[config.mk]
export PLATFORM = sky130hd
export DESIGN_NAME = lane_pwr_seq
export DESIGN_NICKNAME = d
export VERILOG_FILES = /design/src/rtl/lane_seq_pkg.sv /design/src/rtl/lane_phase_timer.sv /design/src/rtl/lane_seq_data.sv /design/src/rtl/lane_seq_clk.sv /design/src/rtl/lane_pwr_seq.sv
export SDC_FILE = /design/constraint.sdc
export NUM_CORES = 1
export LEC_CHECK = 0
export ABC_AREA = 1
export CORE_AREA = 3 3 88 90
export CTS_CLUSTER_DIAMETER = 60
export DETAILED_ROUTE_END_ITERATION = 12
export DIE_AREA = 0 0 91 93
export PLACE_DENSITY = 0.82
export SLEW_MARGIN = 20
export SYNTH_ARGS = -nofsm -noshare
export SYNTH_HDL_FRONTEND = slang
export SYNTH_SLANG_ARGS = --single-unit
export TNS_END_PERCENT = 100
[constraint.sdc]
create_clock -name clk -period 2.8 [get_ports clk]
set_input_delay 0.28 -clock clk [delete_from_list [all_inputs] [get_ports clk]]
set_output_delay 0.28 -clock clk [all_outputs]
set_load 0.1 [all_outputs]
[src/rtl/lane_seq_pkg.sv]
`timescale 1ns/1ps
// Shared encodings for the lane power-state sequencer.
// Assumes 8-bit count fields packed four to a timing word.
package lane_seq_pkg;
    localparam int FLD_W = 8;
    localparam int CB_HS = 0;
    localparam int CB_ULP = 1;
    localparam int CB_WAKE = 2;

    typedef enum logic [2:0] {
        LN_LP11  = 3'd0,
        LN_LP01  = 3'd1,
        LN_LP00  = 3'd2,
        LN_HS0   = 3'd3,
        LN_HSACT = 3'd4
    } line_t;
endpackage

[src/rtl/lane_phase_timer.sv]
`timescale 1ns/1ps
// Down-counter for one transition phase. Loaded on phase entry, it
// reports done in the last cycle of the phase; a length of 0 or 1 both
// give a one-cycle phase. Assumes load and done are used by one FSM.
module lane_phase_timer #(
    parameter int CNT_W = 8
) (
    input  logic             clk,
    input  logic             rst_n,
    input  logic             load,
    input  logic [CNT_W-1:0] len,
    output logic             done
);
    logic [CNT_W-1:0] cnt;

    // Count down the remaining cycles of the current phase.
    always_ff @(posedge clk) begin
        if (!rst_n)
            cnt <= '0;
        else if (load)
            cnt <= (len == '0) ? '0 : len - 1'b1;
        else if (cnt != '0)
            cnt <= cnt - 1'b1;
    end

    assign done = (cnt == '0);
endmodule

[src/rtl/lane_seq_data.sv]
`timescale 1ns/1ps
// Data-lane power-state FSM. Walks LP-01 / LP-00 / HS-0 before HS
// active, trails and holds LP-11 on exit, and handles ultra-low-power
// with a wake-up pulse. Assumes clk_hs reports the clock lane in HS.
module lane_seq_data
    import lane_seq_pkg::*;
#(
    parameter int CNT_W = 8
) (
    input  logic             clk,
    input  logic             rst_n,
    input  logic             hs_en,
    input  logic             ulp_en,
    input  logic             wake,
    input  logic             clk_hs,
    input  logic [CNT_W-1:0] len_lpx,
    input  logic [CNT_W-1:0] len_prep,
    input  logic [CNT_W-1:0] len_zero,
    input  logic [CNT_W-1:0] len_trail,
    input  logic [CNT_W-1:0] len_exit,
    output line_t            line,
    output logic             ready,
    output logic             busy
);
    typedef enum logic [3:0] {
        D_IDLE, D_LPX, D_PREP, D_ZERO, D_ACT, D_TRAIL, D_EXIT, D_ULPS, D_WAKE
    } dstate_t;

    dstate_t          st, st_nxt;
    logic             tm_load;
    logic [CNT_W-1:0] tm_len;
    logic             tm_done;

    lane_phase_timer #(.CNT_W(CNT_W)) u_tmr (
        .clk  (clk),
        .rst_n(rst_n),
        .load (tm_load),
        .len  (tm_len),
        .done (tm_done)
    );

    // Next state and phase-timer load for the data lane.
    always_comb begin
        st_nxt  = st;
        tm_load = 1'b0;
        tm_len  = '0;
        case (st)
            D_IDLE: begin
                if (hs_en && clk_hs) begin
                    st_nxt = D_LPX; tm_load = 1'b1; tm_len = len_lpx;
                end else if (!hs_en && ulp_en) begin
                    st_nxt = D_ULPS;
                end
            end
            D_LPX:   if (tm_done) begin st_nxt = D_PREP; tm_load = 1'b1; tm_len = len_prep; end
            D_PREP:  if (tm_done) begin st_nxt = D_ZERO; tm_load = 1'b1; tm_len = len_zero; end
            D_ZERO:  if (tm_done) st_nxt = D_ACT;
            D_ACT:   if (!hs_en) begin st_nxt = D_TRAIL; tm_load = 1'b1; tm_len = len_trail; end
            D_TRAIL: if (tm_done) begin st_nxt = D_EXIT; tm_load = 1'b1; tm_len = len_exit; end
            D_EXIT:  if (tm_done) st_nxt = D_IDLE;
            D_ULPS:  if (!ulp_en && wake) st_nxt = D_WAKE;
            D_WAKE:  if (!wake) begin st_nxt = D_EXIT; tm_load = 1'b1; tm_len = len_exit; end
            default: st_nxt = D_IDLE;
        endcase
    end

    // State register.
    always_ff @(posedge clk) begin
        if (!rst_n) st <= D_IDLE;
        else        st <= st_nxt;
    end

    // Line state decode.
    always_comb begin
        case (st)
            D_LPX:                    line = LN_LP01;
            D_PREP, D_ULPS, D_WAKE:   line = LN_LP00;
            D_ZERO, D_TRAIL:          line = LN_HS0;
            D_ACT:                    line = LN_HSACT;
            default:                  line = LN_LP11;
        endcase
    end

    assign ready = (st == D_ACT);
    assign busy  = (st == D_LPX) || (st == D_PREP) || (st == D_ZERO) ||
                   (st == D_ACT) || (st == D_TRAIL);
endmodule

[src/rtl/lane_seq_clk.sv]
`timescale 1ns/1ps
// Clock-lane power-state FSM. Enters HS like the data lane, holds HS
// active while the data lane needs it, then runs post, trail and exit.
// Assumes hold is high while the data lane is mid-sequence or requesting.
module lane_seq_clk
    import lane_seq_pkg::*;
#(
    parameter int CNT_W = 8
) (
    input  logic             clk,
    input  logic             rst_n,
    input  logic             hs_en,
    input  logic             ulp_en,
    input  logic             wake,
    input  logic             hold,
    input  logic [CNT_W-1:0] len_lpx,
    input  logic [CNT_W-1:0] len_prep,
    input  logic [CNT_W-1:0] len_zero,
    input  logic [CNT_W-1:0] len_post,
    input  logic [CNT_W-1:0] len_trail,
    input  logic [CNT_W-1:0] len_exit,
    output line_t            line,
    output logic             hs_on
);
    typedef enum logic [3:0] {
        C_IDLE, C_LPX, C_PREP, C_ZERO, C_ACT, C_POST, C_TRAIL, C_EXIT, C_ULPS, C_WAKE
    } cstate_t;

    cstate_t          st, st_nxt;
    logic             tm_load;
    logic [CNT_W-1:0] tm_len;
    logic             tm_done;

    lane_phase_timer #(.CNT_W(CNT_W)) u_tmr (
        .clk  (clk),
        .rst_n(rst_n),
        .load (tm_load),
        .len  (tm_len),
        .done (tm_done)
    );

    // Next state and phase-timer load for the clock lane.
    always_comb begin
        st_nxt  = st;
        tm_load = 1'b0;
        tm_len  = '0;
        case (st)
            C_IDLE: begin
                if (hs_en) begin
                    st_nxt = C_LPX; tm_load = 1'b1; tm_len = len_lpx;
                end else if (ulp_en) begin
                    st_nxt = C_ULPS;
                end
            end
            C_LPX:   if (tm_done) begin st_nxt = C_PREP; tm_load = 1'b1; tm_len = len_prep; end
            C_PREP:  if (tm_done) begin st_nxt = C_ZERO; tm_load = 1'b1; tm_len = len_zero; end
            C_ZERO:  if (tm_done) st_nxt = C_ACT;
            C_ACT:   if (!hs_en && !hold) begin st_nxt = C_POST; tm_load = 1'b1; tm_len = len_post; end
            C_POST:  if (tm_done) begin st_nxt = C_TRAIL; tm_load = 1'b1; tm_len = len_trail; end
            C_TRAIL: if (tm_done) begin st_nxt = C_EXIT; tm_load = 1'b1; tm_len = len_exit; end
            C_EXIT:  if (tm_done) st_nxt = C_IDLE;
            C_ULPS:  if (!ulp_en && wake) st_nxt = C_WAKE;
            C_WAKE:  if (!wake) begin st_nxt = C_EXIT; tm_load = 1'b1; tm_len = len_exit; end
            default: st_nxt = C_IDLE;
        endcase
    end

    // State register.
    always_ff @(posedge clk) begin
        if (!rst_n) st <= C_IDLE;
        else        st <= st_nxt;
    end

    // Line state decode.
    always_comb begin
        case (st)
            C_LPX:                  line = LN_LP01;
            C_PREP, C_ULPS, C_WAKE: line = LN_LP00;
            C_ZERO, C_TRAIL:        line = LN_HS0;
            C_ACT, C_POST:          line = LN_HSACT;
            default:                line = LN_LP11;
        endcase
    end

    assign hs_on = (st == C_ACT);
endmodule

[src/rtl/lane_pwr_seq.sv]
`timescale 1ns/1ps
// Top of the lane power-state sequencer: unpacks the four timing words
// into per-phase counts and couples the data-lane and clock-lane FSMs.
// Assumes timing words are stable while a lane is mid-sequence.
module lane_pwr_seq
    import lane_seq_pkg::*;
#(
    parameter int FIELD_W = FLD_W
) (
    input  logic                 clk,
    input  logic                 rst_n,
    input  logic [4*FIELD_W-1:0] tw_data,
    input  logic [4*FIELD_W-1:0] tw_turn,
    input  logic [4*FIELD_W-1:0] tw_clk_a,
    input  logic [4*FIELD_W-1:0] tw_clk_b,
    input  logic [2:0]           dl_ctrl,
    input  logic [2:0]           cl_ctrl,
    output logic [2:0]           dl_line,
    output logic [2:0]           cl_line,
    output logic                 dl_ready
);
    localparam int NFLD = 4;

    logic [FIELD_W-1:0] f_data [NFLD];
    logic [FIELD_W-1:0] f_turn [NFLD];
    logic [FIELD_W-1:0] f_ca   [NFLD];
    logic [FIELD_W-1:0] f_cb   [NFLD];
    logic               unused_fields;
    logic               dl_busy, cl_hs_on, cl_hold;
    line_t              dl_code, cl_code;

    // Slice each timing word into its byte fields.
    for (genvar g = 0; g < NFLD; g++) begin : g_unpack
        assign f_data[g] = tw_data [g*FIELD_W +: FIELD_W];
        assign f_turn[g] = tw_turn [g*FIELD_W +: FIELD_W];
        assign f_ca[g]   = tw_clk_a[g*FIELD_W +: FIELD_W];
        assign f_cb[g]   = tw_clk_b[g*FIELD_W +: FIELD_W];
    end

    assign unused_fields = ^{f_turn[0], f_turn[1], f_turn[2],
                             f_ca[0], f_ca[1], f_cb[3]};

    assign cl_hold = dl_busy | dl_ctrl[CB_HS];

    lane_seq_data #(.CNT_W(FIELD_W)) u_data (
        .clk      (clk),
        .rst_n    (rst_n),
        .hs_en    (dl_ctrl[CB_HS]),
        .ulp_en   (dl_ctrl[CB_ULP]),
        .wake     (dl_ctrl[CB_WAKE]),
        .clk_hs   (cl_hs_on),
        .len_lpx  (f_data[0]),
        .len_prep (f_data[1]),
        .len_zero (f_data[2]),
        .len_trail(f_data[3]),
        .len_exit (f_turn[3]),
        .line     (dl_code),
        .ready    (dl_ready),
        .busy     (dl_busy)
    );

    lane_seq_clk #(.CNT_W(FIELD_W)) u_clk (
        .clk      (clk),
        .rst_n    (rst_n),
        .hs_en    (cl_ctrl[CB_HS]),
        .ulp_en   (cl_ctrl[CB_ULP]),
        .wake     (cl_ctrl[CB_WAKE]),
        .hold     (cl_hold),
        .len_lpx  (f_data[0]),
        .len_prep (f_cb[0]),
        .len_zero (f_ca[2]),
        .len_post (f_cb[1]),
        .len_trail(f_ca[3]),
        .len_exit (f_cb[2]),
        .line     (cl_code),
        .hs_on    (cl_hs_on)
    );

    assign dl_line = dl_code;
    assign cl_line = cl_code;
endmodule

# Yosys cells after proc, flatten, opt, wreduce, memory -nomap -nowiden
# Memories as Yosys holds them, arrays and structs flattened. A register that Yosys moved wholly into a read port is not among the register bits.
# Index checks and enable logic that the tools add are counted.
# totals
register_bits	24
rom_bits	48
inputBits	136
out_inout_bits	7
memories	1
# op_classes
n_addsub	4
eq_ne	36
muxes	57
bitwise	1
n_reduce_logical	30
# mem_list
name	depth	word_bits	read_ports	rd_ports_with_merged_regs	wr	line	text
(name not given)	16	3	1	1	0	lane_seq_clk.sv:76	case (st)
# op_table
operator	count
2-to-1 mux 8 bit	19
2-to-1 mux 4 bit	23
case mux 8 bit (7 select lines)	1
case mux 8 bit (6 select lines)	1
case mux 4 bit (10 select lines)	1
case mux 4 bit (9 select lines)	1
== test 4 x 3 -> 1 bit, second input constant	8
zero test 8 bit	4
subtractor 8 x 1 -> 8 bit, second input constant	4
!= test 2 x 1 -> 1 bit, second input constant	14
== test 4 x 2 -> 1 bit, second input constant	4
nonzero test 8 bit	2
== test 4 bit, second input constant	3
case mux 3 bit (4 select lines)	1
AND reduction 10 bit	1
AND reduction 9 bit	1
== test 4 x 1 -> 1 bit, second input constant	2
zero test 4 bit	2
2-to-1 mux 1 bit	8
case mux 1 bit (4 select lines)	2
!= test 2 bit, second input constant	3
OR reduction 3 bit	2
logical AND 1 bit	5
zero test 1 bit	5
7 further kinds	11

# Depth between registers and ports, before layout
# Gate-level depths: netlist of run 1.
# depth
word_depth	13
mapped_depth	17
mapped_depth_nobuf	17

# By module
# Synthesis of run 1 repeated with hierarchy kept, for this count alone.
# unflattened
hier_cells	586
area_unflattened_um2	3235.6
# by_module_without_submodules
mod	instances	cells_each	area_per_inst_um2
lane_phase_timer	2	142	775.7
lane_seq_clk	1	169	945.9
lane_seq_data	1	130	726.9
lane_pwr_seq	1	3	11.3

# Worst setup path before layout of run 1
# Ideal clock, no wire load.
# synth_path
kind	register -> output
start	register u_data.st[0]
end	output port dl_line[0]
arrival_time_ns	2.667
t_required_ns	2.520
setup_slack_ns	-0.147
path_stages_with_launch	3
path_buffers	0
cell_sequence	dfxtp_1 > nand3_2 > o21ai_0
# synth_between
elab_chain_len	3
# synth_rtl
element	line	text
from (decl)	lane_seq_data.sv:29	dstate_t st, st_nxt;
from (signal assigned)	lane_seq_data.sv:70	else st <= st_nxt;
== test 4 x 3 -> 1 bit (tied with other cells)	lane_seq_data.sv:75	case (st)
OR reduction 3 bit or OR reduction 2 bit (tied branches)	lane_seq_data.sv:75	
case mux 3 bit (4 select lines) *	lane_seq_data.sv:75	
to (decl)	lane_pwr_seq.sv:18	output logic [2:0] dl_line,
# Mark *: on every way between the ends. The rest lies on a longest branch, timed or not.

# Final worst setup path of run 1
# layout_path
start	register u_clk.u_tmr.cnt[1]
end	register u_clk.u_tmr.cnt[5]
# layout_between
elab_chain_len	6
# layout_rtl
element	line	text
from (decl)	lane_phase_timer.sv:14	logic [CNT_W-1:0] cnt;
from (signal assigned)	lane_phase_timer.sv:21	cnt <= (len == '0) ? '0 : len - 1'b1;
from (signal assigned)	lane_phase_timer.sv:23	cnt <= cnt - 1'b1;
zero test 8 bit	lane_phase_timer.sv:26	assign done = (cnt == '0);
2-to-1 mux 8 bit, on equally long branches	-	
case mux 8 bit (7 select lines)	lane_seq_clk.sv:47	case (st)
subtractor 8 x 1 -> 8 bit or zero test 8 bit (tied branches)	lane_phase_timer.sv:21	
2-to-1 mux 8 bit	lane_phase_timer.sv:21	
2-to-1 mux 8 bit	lane_phase_timer.sv:20	else if (load)
# Parallel ways exist; a longest one is shown, timed or not. The select of a mux whose other input is x is not followed.
# A chain may end at the register's enable or synchronous reset.

==> qor.yml, run 1 <==
status:
  status: "finished, final reports clean"
pwr:
  cellLeakagePower_nw: 1.929
  finalPower_mw: 4.124
  peakVddDrop_mv: 0.9252
  powerDensity_nw_per_um2: 1016
worst_setup_path:
  reg2reg_slack_ns: 0.34
  r2r-end: "u_clk.u_tmr.cnt[5]"
  cp-start-kind: "flop"
  crit_arrival_ns: 2.68
  end_kind: "flop"
  reg2regPathDepth: 17
  critPathLaunch: "u_clk.u_tmr.cnt[1]"
  critPathRequiredTime_ns: 3.02
  crit_type: "reg -> reg"
  worstReg2RegStart: "u_clk.u_tmr.cnt[1]"
  worstSetupEndpoint: "u_clk.u_tmr.cnt[5]"
  crit_fanout: 8
logic_synthesis:
  syn_inst: 521
  synth.yosys.seq_area_share: 0.1825
  syn_avg_cell_area_sq_um: 5.684
  yosysWarnings: 0
  syn_area_sq_um: 2962
  synth_nets: 663
  ys_seq_elements: 27
  yosysUniqueCellTypes: 34
routing:
  detail-route-antenna-nets: 0
  drc: 0
  dr_total_vias: 3632
  drtPass1Iterations: 5
  vias_per_cell: 5.073
  wl_um: 9167
  drt-initial-drc-count: 203
  wl_per_cell_um: 12.80
finish:
  final_area_sq_um: 4058
  area_growth_pct: 37.01
  nets: 760
  drive_gt1_frac: 0.1280
  antenna_cells: 0
  fillCellCount: 703
floorplan:
  io_pins: 143
  chipWidth_um: 91
  start_util: 0.4150
  die_y_um: 93
  die-area_sq_um: 8463
  num_rows: 31
  core_sq_um: 7137
grt:
  grt_first_pass_wirelength_um: 15460
  grt_antenna_before_repair: 0
  grt-ovfl-total: 0
  grt_max_degree: 20
  grt_pass1_vias: 3439
  grt_usage: 0.2167
timing:
  skew_ns: 0.01012
  finalHoldViolCount: 0
  period_share: 0.8774
  slew_headroom: 0.6512
  fmax_mhz: 407.0
  fin_crit_ns: 2.457
  finalMaxSlewViolations: 0
  tns_ns: 0
  setup_violations: 0
  rsz0062_at_grt: "no"
  tightest_slew_ns: 0.5101
clock_network:
  insertion_delay_ns: 0.29
  cts_tree: "built"
  cts_max_path_buffers: 2
  post_cts_buffers: 0
  clock-root-buffer: "clkbuf_8"
  ctsHoldBuffers: 0
  cts_sinks: 27
  path_clk_slew_ns: 0.11
  numCtsBuffers: 3
  post_cts_resized: 0
  htree_levels: 1
place:
  place_congestion: 0.8826
  dpl.hpwl_um: 7677
  portBuffers: 94
  postPlaceCellArea_sq_um: 4009
hold_path:
  hold_class: "reg -> reg"
run:
  maxCapViolations: 0
## cell usage after synthesis (all sizes together)
cell type  number  share of area
buf             6          0.010
inv            67          0.085
o21ai          30          0.051
o21a            1         0.0025
nand3b          4          0.010
nand2         156           0.21
a2111oi         1         0.0030
nand4           4         0.0084
a22oi           1         0.0025
nand3          79           0.14
a21oi          33          0.065
ha              6          0.025
nor4            2         0.0042
nor3            5          0.010
xor2            2         0.0059
and3b           1         0.0030
xnor2           5          0.015
clkinv          1         0.0013
a31oi           4         0.0084
nor2           82           0.15
and3            1         0.0021
dfxtp          27           0.18
or2             3         0.0063
## logic make-up after synthesis
kind of cell    synth area share
xor+xnor                 0.02070
compound gates            0.1318
fa+ha+maj                0.02535
simple gates              0.5433
flops                     0.1825
buf+inv                  0.09632
## cell usage in the layout, fill, tap and decap left out
cell,instances
nor4_1,2
and3b_1,1
nor2_1,56
a21oi_1,30
clkdlybuf4s50_1,87
a21oi_4,2
nor2_4,10
clkinv_1,1
nand3_2,5
nand2_2,11
nor3_2,1
nor2_2,15
a22oi_1,1
nand2_4,1
clkinvlp_4,1
inv_2,14
nand2_1,144
or2_2,3
nor3_1,4
nand4_1,4
nand3_1,74
o21a_1,1
dfxtp_1,27
nor2_8,1
and3_1,1
a21oi_2,1
clkbuf_8,3
buf_4,11
xnor2_1,5
ha_1,6
xor2_1,2
inv_1,53
a31oi_1,4
nand3b_1,4
o21ai_1,6
a2111oi_0,1
o21ai_0,24
## where the power goes
part           internal (mW)  leakage, nW  switching, mW
Clock                  0.102       0.0217          0.140
Sequential             0.536        0.224          0.137
Combinational           1.09         1.68           2.12
Total                   1.73         1.93           2.40
## metrics by stage
| stage | utilization | worst slack (ns) | cells | hold slack [ns] |
|---|---|---|---|---|
| after floorplan | - | 0.6099 | 521 | 0.4184 |
| after global placement | 0.5617 | 0.3930 | 712 | 0.5232 |
| after detailed placement | 0.5617 | 0.3545 | 712 | 0.5341 |
| after CTS | 0.5685 | 0.3677 | 716 | 0.5549 |
| after global routing | 0.5685 | 0.1173 | 716 | 0.5668 |
| final | 0.5685 | 0.3433 | 716 | 0.5564 |
## final cells by class
| type | count | area, sq um | area share |
|---|---|---|---|
| clock inverters | 1 | 7.507 | 0.001850 |
| inverters | 68 | 255.2 | 0.06290 |
| repair buffers | 98 | 953.4 | 0.2350 |
| multi-input cells | 420 | 2136 | 0.5264 |
| flip-flops and latches | 27 | 540.5 | 0.1332 |
| well taps | 99 | 123.9 | 0.03053 |
| clock buffers | 3 | 41.29 | 0.01018 |
## worst min path at each step
stage | depth (start not counted) | endpoint | slack [ns] | from
after CTS | 2 | u_data.st[2] | 0.55 | u_data.st[2]
after floorplan | 2 | u_clk.u_tmr.cnt[0] | 0.42 | rst_n
after detailed placement | 2 | u_data.st[2] | 0.53 | u_data.st[2]
after global routing | 2 | u_data.u_tmr.cnt[0] | 0.57 | u_data.u_tmr.cnt[0]
after global placement | 2 | u_data.st[2] | 0.52 | u_data.st[2]
final | 2 | u_data.st[2] | 0.56 | u_data.st[2]
## flip-flops by register name, summed over array words and instances, names as in the netlist
signal            flops
u_clk.st              4
u_clk.line            3
u_data.u_tmr.cnt      8
u_clk.u_tmr.cnt       8
u_data.st             4
## metal layers
metal / global-route usage / wire [um]
met1: 0.2799 / 3932
met4: 0.05402 / 157
met2: 0.3838 / 4647
met3: 0.02574 / 429
met5: 0 / 0
## critical path, cell delays in order, from the launching register on
cell     delay (ns)
dfxtp_1        0.32
inv_1          0.09
ha_1           0.22
nand2_1        0.11
nor2_2         0.28
nand2_1        0.11
nand2_2        0.15
nand2_1        0.07
nand3_1        0.14
inv_1          0.10
ha_1           0.18
inv_1          0.05
nor2_1         0.04
nand2_1        0.10
nor2_4         0.06
nor2_8         0.12
nand3_1        0.11
a21oi_1        0.15
Note: power is estimated with default switching activity, not from simulation.
==> run 2: changes to the inputs <==
CORE_AREA = 2 2 87 89   (was 3 3 88 90)
DIE_AREA = 0 0 89 91   (was 0 0 91 93)
==> qor.yml, run 2 (synthesis gave the netlist of run 1 again) <==
timing:
  rsz0062_at_grt: "no"
  slew_headroom: 0.6710
  finalMaxSlewViolations: 0
  tns_ns: 0
  skew_ns: 0.01606
  tightest_slew_ns: 0.4811
  period_share: 0.8852
  fin_crit_ns: 2.479
  fmax_mhz: 403.5
  holdWs_ns: 0.5384
  finalHoldViolCount: 0
  setup_violations: 0
pwr:
  p_comb_frac: 0.782
  p_int_mw: 1.727
  peakVddDrop_mv: 0.9661
  cellLeakagePower_nw: 1.929
  powerDensity_nw_per_um2: 1020
  pwr-share-seq: 0.161
  p_sw_mw: 2.418
  finalPower_mw: 4.145
  p_clk_frac: 0.057
  swShare: 0.5833
floorplan:
  die_y_um: 91
  die-area_sq_um: 8099
  chipWidth_um: 89
  start_util: 0.4150
  io_pins: 143
  core_sq_um: 7137
  num_rows: 31
clock_network:
  ctsHoldBuffers: 0
  post_cts_buffers: 0
  cts_max_path_buffers: 2
  path_clk_slew_ns: 0.11
  cts_sinks: 27
  clock-root-buffer: "clkbuf_8"
  numCtsBuffers: 3
  cts_tree: "built"
  htree_levels: 1
  insertion_delay_ns: 0.28
grt:
  grt-ovfl-total: 0
  grt_antenna_before_repair: 0
  grt_pass1_vias: 3470
  grt_usage: 0.2308
  grt_max_degree: 20
  grt_first_pass_wirelength_um: 15390
place:
  portBuffers: 94
  place_congestion: 0.9233
  dpl.hpwl_um: 7740
hold_path:
  hold_class: "reg -> reg"
  min-delay-start: "u_data.st[2]"
routing:
  detail-route-antenna-nets: 0
  wl_per_cell_um: 12.78
  wl_um: 9150
  drt-initial-drc-count: 191
  vias_per_cell: 5.133
  dr_total_vias: 3675
  drc: 0
  drtPass1Iterations: 5
status:
  status: "finished, final reports clean"
finish:
  final_util: 0.5693
  fillCellCount: 708
  drive_gt1_frac: 0.1280
  top_regs: "u_clk.u_tmr.cnt (8), u_data.u_tmr.cnt (8)"
  final_common_cell: "nand2_1"
  layout_common_cells: "nand2_1, clkdlybuf4s50_1, nand3_1, nor2_1, inv_1"
  nets: 760
  area_growth_pct: 37.18
  antenna_cells: 0
run:
  maxCapViolations: 0
worst_setup_path:
  end_kind: "flop"
  crit_buf_inv: 3
  cp-start-kind: "flop"
  cpMostUsedCell: "nand2_1"
  worstReg2RegStart: "u_clk.u_tmr.cnt[0]"
  crit_type: "reg -> reg"
  slowest_stage: "dfxtp_1"
  worstPathCellList: "inv_1 -> ha_1 -> nand2_1 -> nor2_4 -> nand2_1 -> nand2_2 -> nand2_1 -> nand3_1 -> inv_1 -> ha_1 -> inv_1 -> nor2_1 -> nand2_1 -> nor2_4 -> nor2_8 -> nand3_1 -> a21oi_1"
  critPathLaunch: "u_clk.u_tmr.cnt[0]"
  crit_arrival_ns: 2.70
  critPathMaxStageDelay_ns: 0.34
  critPathRequiredTime_ns: 3.03
  path_delay_family: "simple AND/OR/NAND/NOR gates"
  crit_fanout: 10
run 2: cell counts in the layout (fill, tap and decap cells not counted):
No cell type changed its count.
run 2: worst register-to-register path: cells and delay by family, from the launching register on:
kind                       cells  cell delay, ns
buffers and inverters          3            0.24
DFF                            1            0.34
and+or+nand+nor               11            1.32
AOI/OAI and AO/OA              1            0.13
adders and majority gates      2            0.41
run 2: repair_timing:
item                                    CTS  global route
hold endpoints to repair                  0             0
gates resized for setup                   0             1
endpoints found under the setup margin    0             8
run 2: power groups by stage:
stage | clock network (mW) | logic [mW] | registers (mW)
3_5_place_dp | 0 | 3.20 | 0.673
3_3_place_gp | 0 | 3.10 | 0.665
6_report | 0.237 | 3.24 | 0.666
5_1_grt | 0.245 | 3.64 | 0.686
4_1_cts | 0.237 | 3.21 | 0.665
2_1_floorplan | 0 | 2.42 | 0.745
run 2: stage by stage:
| stage | instance area [sq um] | std cells | worst slack [ns] |
|---|---|---|---|
| finish | 4063 | 716 | 0.3214 |
| global route | 4063 | 716 | 0.06371 |
| CTS | 4058 | 716 | 0.2414 |
| detailed placement | 4009 | 712 | 0.2808 |
| global placement | 4009 | 712 | 0.3388 |
| floorplan | 2962 | 521 | 0.6099 |
run 2: area by class of cell:
type,count,area [sq um],area share
clock buffer,3,41.29,0.01016
timing repair buffer,98,953.4,0.2347
sequential,27,540.5,0.1330
inverter,68,255.2,0.06283
multi-input combinational,420,2141,0.5269
clock inverter,1,7.507,0.001848
tap,99,123.9,0.03049
run 2: layer usage:
| layer | vias to the layer above | global-route usage | part of all wire |
|---|---|---|---|
| li1 | 1880 | - | - |
| met1 | 1668 | 0.3114 | 0.44 |
| met2 | 115 | 0.3930 | 0.49 |
| met3 | 12 | 0.03000 | 0.051 |
| met4 | 0 | 0.04104 | 0.016 |
| met5 | - | 0 | 0 |
run 2: final timing paths:
kind / end / slack (ns) / depth (start not counted)
worst max-delay path: u_clk.u_tmr.cnt[5] / 0.32 / 17
worst min-delay path: u_data.st[2] / 0.54 / 2
worst max register to register: u_clk.u_tmr.cnt[5] / 0.32 / 17
worst min register to register: u_data.st[2] / 0.54 / 2
==> run 3: changes to the inputs <==
GPL_TIMING_DRIVEN = 0   (was unset)
==> qor.yml, run 3 (synthesis gave the netlist of run 1 again) <==
status:
  status: "finished, final reports clean"
grt:
  grt_antenna_before_repair: 0
  grt_max_degree: 16
  grt_usage: 0.2233
  grt_first_pass_wirelength_um: 14900
  grt_pass1_vias: 3338
  grt-ovfl-total: 0
place:
  post-place-ws_ns: 0.3417
  dpl.hpwl_um: 7603
  portBuffers: 94
  postPlaceCellArea_sq_um: 4026
  place_congestion: 0.9295
worst_setup_path:
  end_kind: "output port"
  crit_type: "reg -> out"
  r2r-end: "u_clk.u_tmr.cnt[5]"
  reg2regPathDepth: 16
  worstReg2RegStart: "u_clk.u_tmr.cnt[0]"
  critPathLaunch: "u_data.st[2]"
  cp-start-kind: "flop"
  crit_arrival_ns: 2.31
  critPathRequiredTime_ns: 2.52
  worstSetupEndpoint: "dl_ready"
  crit_fanout: 6
  reg2reg_slack_ns: 0.34
timing:
  slew_headroom: 0.3479
  fin_crit_ns: 2.595
  rsz0062_at_grt: "no"
  finalHoldViolCount: 0
  fmax_mhz: 385.4
  tns_ns: 0
  holdWs_ns: 0.5485
  fin_ws_ns: 0.2055
  tightest_slew_ns: 0.9750
  setup_violations: 0
  skew_ns: 0.005162
  finalMaxSlewViolations: 0
  period_share: 0.9266
hold_path:
  hold_class: "reg -> reg"
pwr:
  peakVddDrop_mv: 1.219
  cellLeakagePower_nw: 1.955
  powerDensity_nw_per_um2: 1009
clock_network:
  clock-root-buffer: "clkbuf_8"
  htree_levels: 1
  cts_sinks: 27
  ctsHoldBuffers: 0
  post_cts_buffers: 0
  numCtsBuffers: 3
  cts_tree: "built"
  post_cts_resized: 0
  cts_max_path_buffers: 2
  insertion_delay_ns: 0.27
  path_clk_slew_ns: 0.09
floorplan:
  core_sq_um: 7137
  die_y_um: 91
  num_rows: 31
  chipWidth_um: 89
  start_util: 0.4150
  die-area_sq_um: 8099
  io_pins: 143
finish:
  antenna_cells: 0
  layout_common_cells: "nand2_1, clkdlybuf4s50_1, nand3_1, nor2_1, inv_1"
  drive_gt1_frac: 0.1195
  final_area_sq_um: 4078
  nets: 762
  final_util: 0.5714
  top_regs: "u_clk.u_tmr.cnt (8), u_data.u_tmr.cnt (8)"
  final_common_cell: "nand2_1"
  area_growth_pct: 37.68
  fillCellCount: 684
routing:
  wl_per_cell_um: 12.57
  drt-initial-drc-count: 185
  drc: 0
  drtPass1Iterations: 4
  vias_per_cell: 5.039
  wl_um: 9022
  dr_total_vias: 3618
  detail-route-antenna-nets: 0
run:
  maxCapViolations: 0
[run 3: changes by cell type in the layout (fill, tap and decap cells not counted), sizes merged]
cell / before / now
clkdlybuf4s50: 87 / 92
dlymetal6s2s: 0 / 2
clkinv: 1 / 2
clkinvlp: 1 / 0
buf: 11 / 6
[run 3: metrics by stage]
stage	total power [mW]	std cells
floorplan	3.161	521
global placement	3.779	714
detailed placement	3.855	714
CTS	4.094	718
global route	4.529	718
finish	4.116	718
[run 3: critical path, cell delays in order (launching register included)]
cell             delay [ns]
dfxtp_1                0.42
inv_2                  0.08
nor2_1                 0.16
nand2_2                0.14
inv_1                  0.10
clkdlybuf4s50_1        1.13
[run 3: where the power goes]
group / total (mW) / internal, mW / leakage [nW] / switching, mW
registers: 0.665 / 0.536 / 0.224 / 0.129
clock network: 0.227 / 0.0998 / 0.0255 / 0.127
logic: 3.22 / 1.09 / 1.71 / 2.13
total: 4.12 / 1.73 / 1.96 / 2.39
[run 3: per-layer routing]
metal,vias up,routed length (um),GRT usage,part of all wire
li1,1883,-,-,-
met1,1649,4065,0.3125,0.45
met2,80,4489,0.3762,0.50
met3,6,401,0.02545,0.044
met4,0,65,0.02736,0.0072
met5,-,0,0,0
[run 3: worst min path at each step]
stage / from / endpoint / slack [ns] / depth (start not counted)
floorplan: rst_n / u_clk.u_tmr.cnt[0] / 0.42 / 2
global placement: u_data.st[2] / u_data.st[2] / 0.52 / 2
detailed placement: u_data.st[2] / u_data.st[2] / 0.53 / 2
CTS: u_data.st[2] / u_data.st[2] / 0.54 / 2
global route: u_data.st[2] / u_data.st[2] / 0.57 / 2
finish: u_data.st[2] / u_data.st[2] / 0.55 / 2
[run 3: layout make-up]
class	instances	area (sq um)	area share
buffer	6	30.03	0.007364
clock buffer	3	41.29	0.01013
clock inverter	1	5.005	0.001227
inverter	68	255.2	0.06260
multi-input combinational	420	2136	0.5238
sequential	27	540.5	0.1326
tap	99	123.9	0.03038
timing repair buffer	94	945.9	0.2320
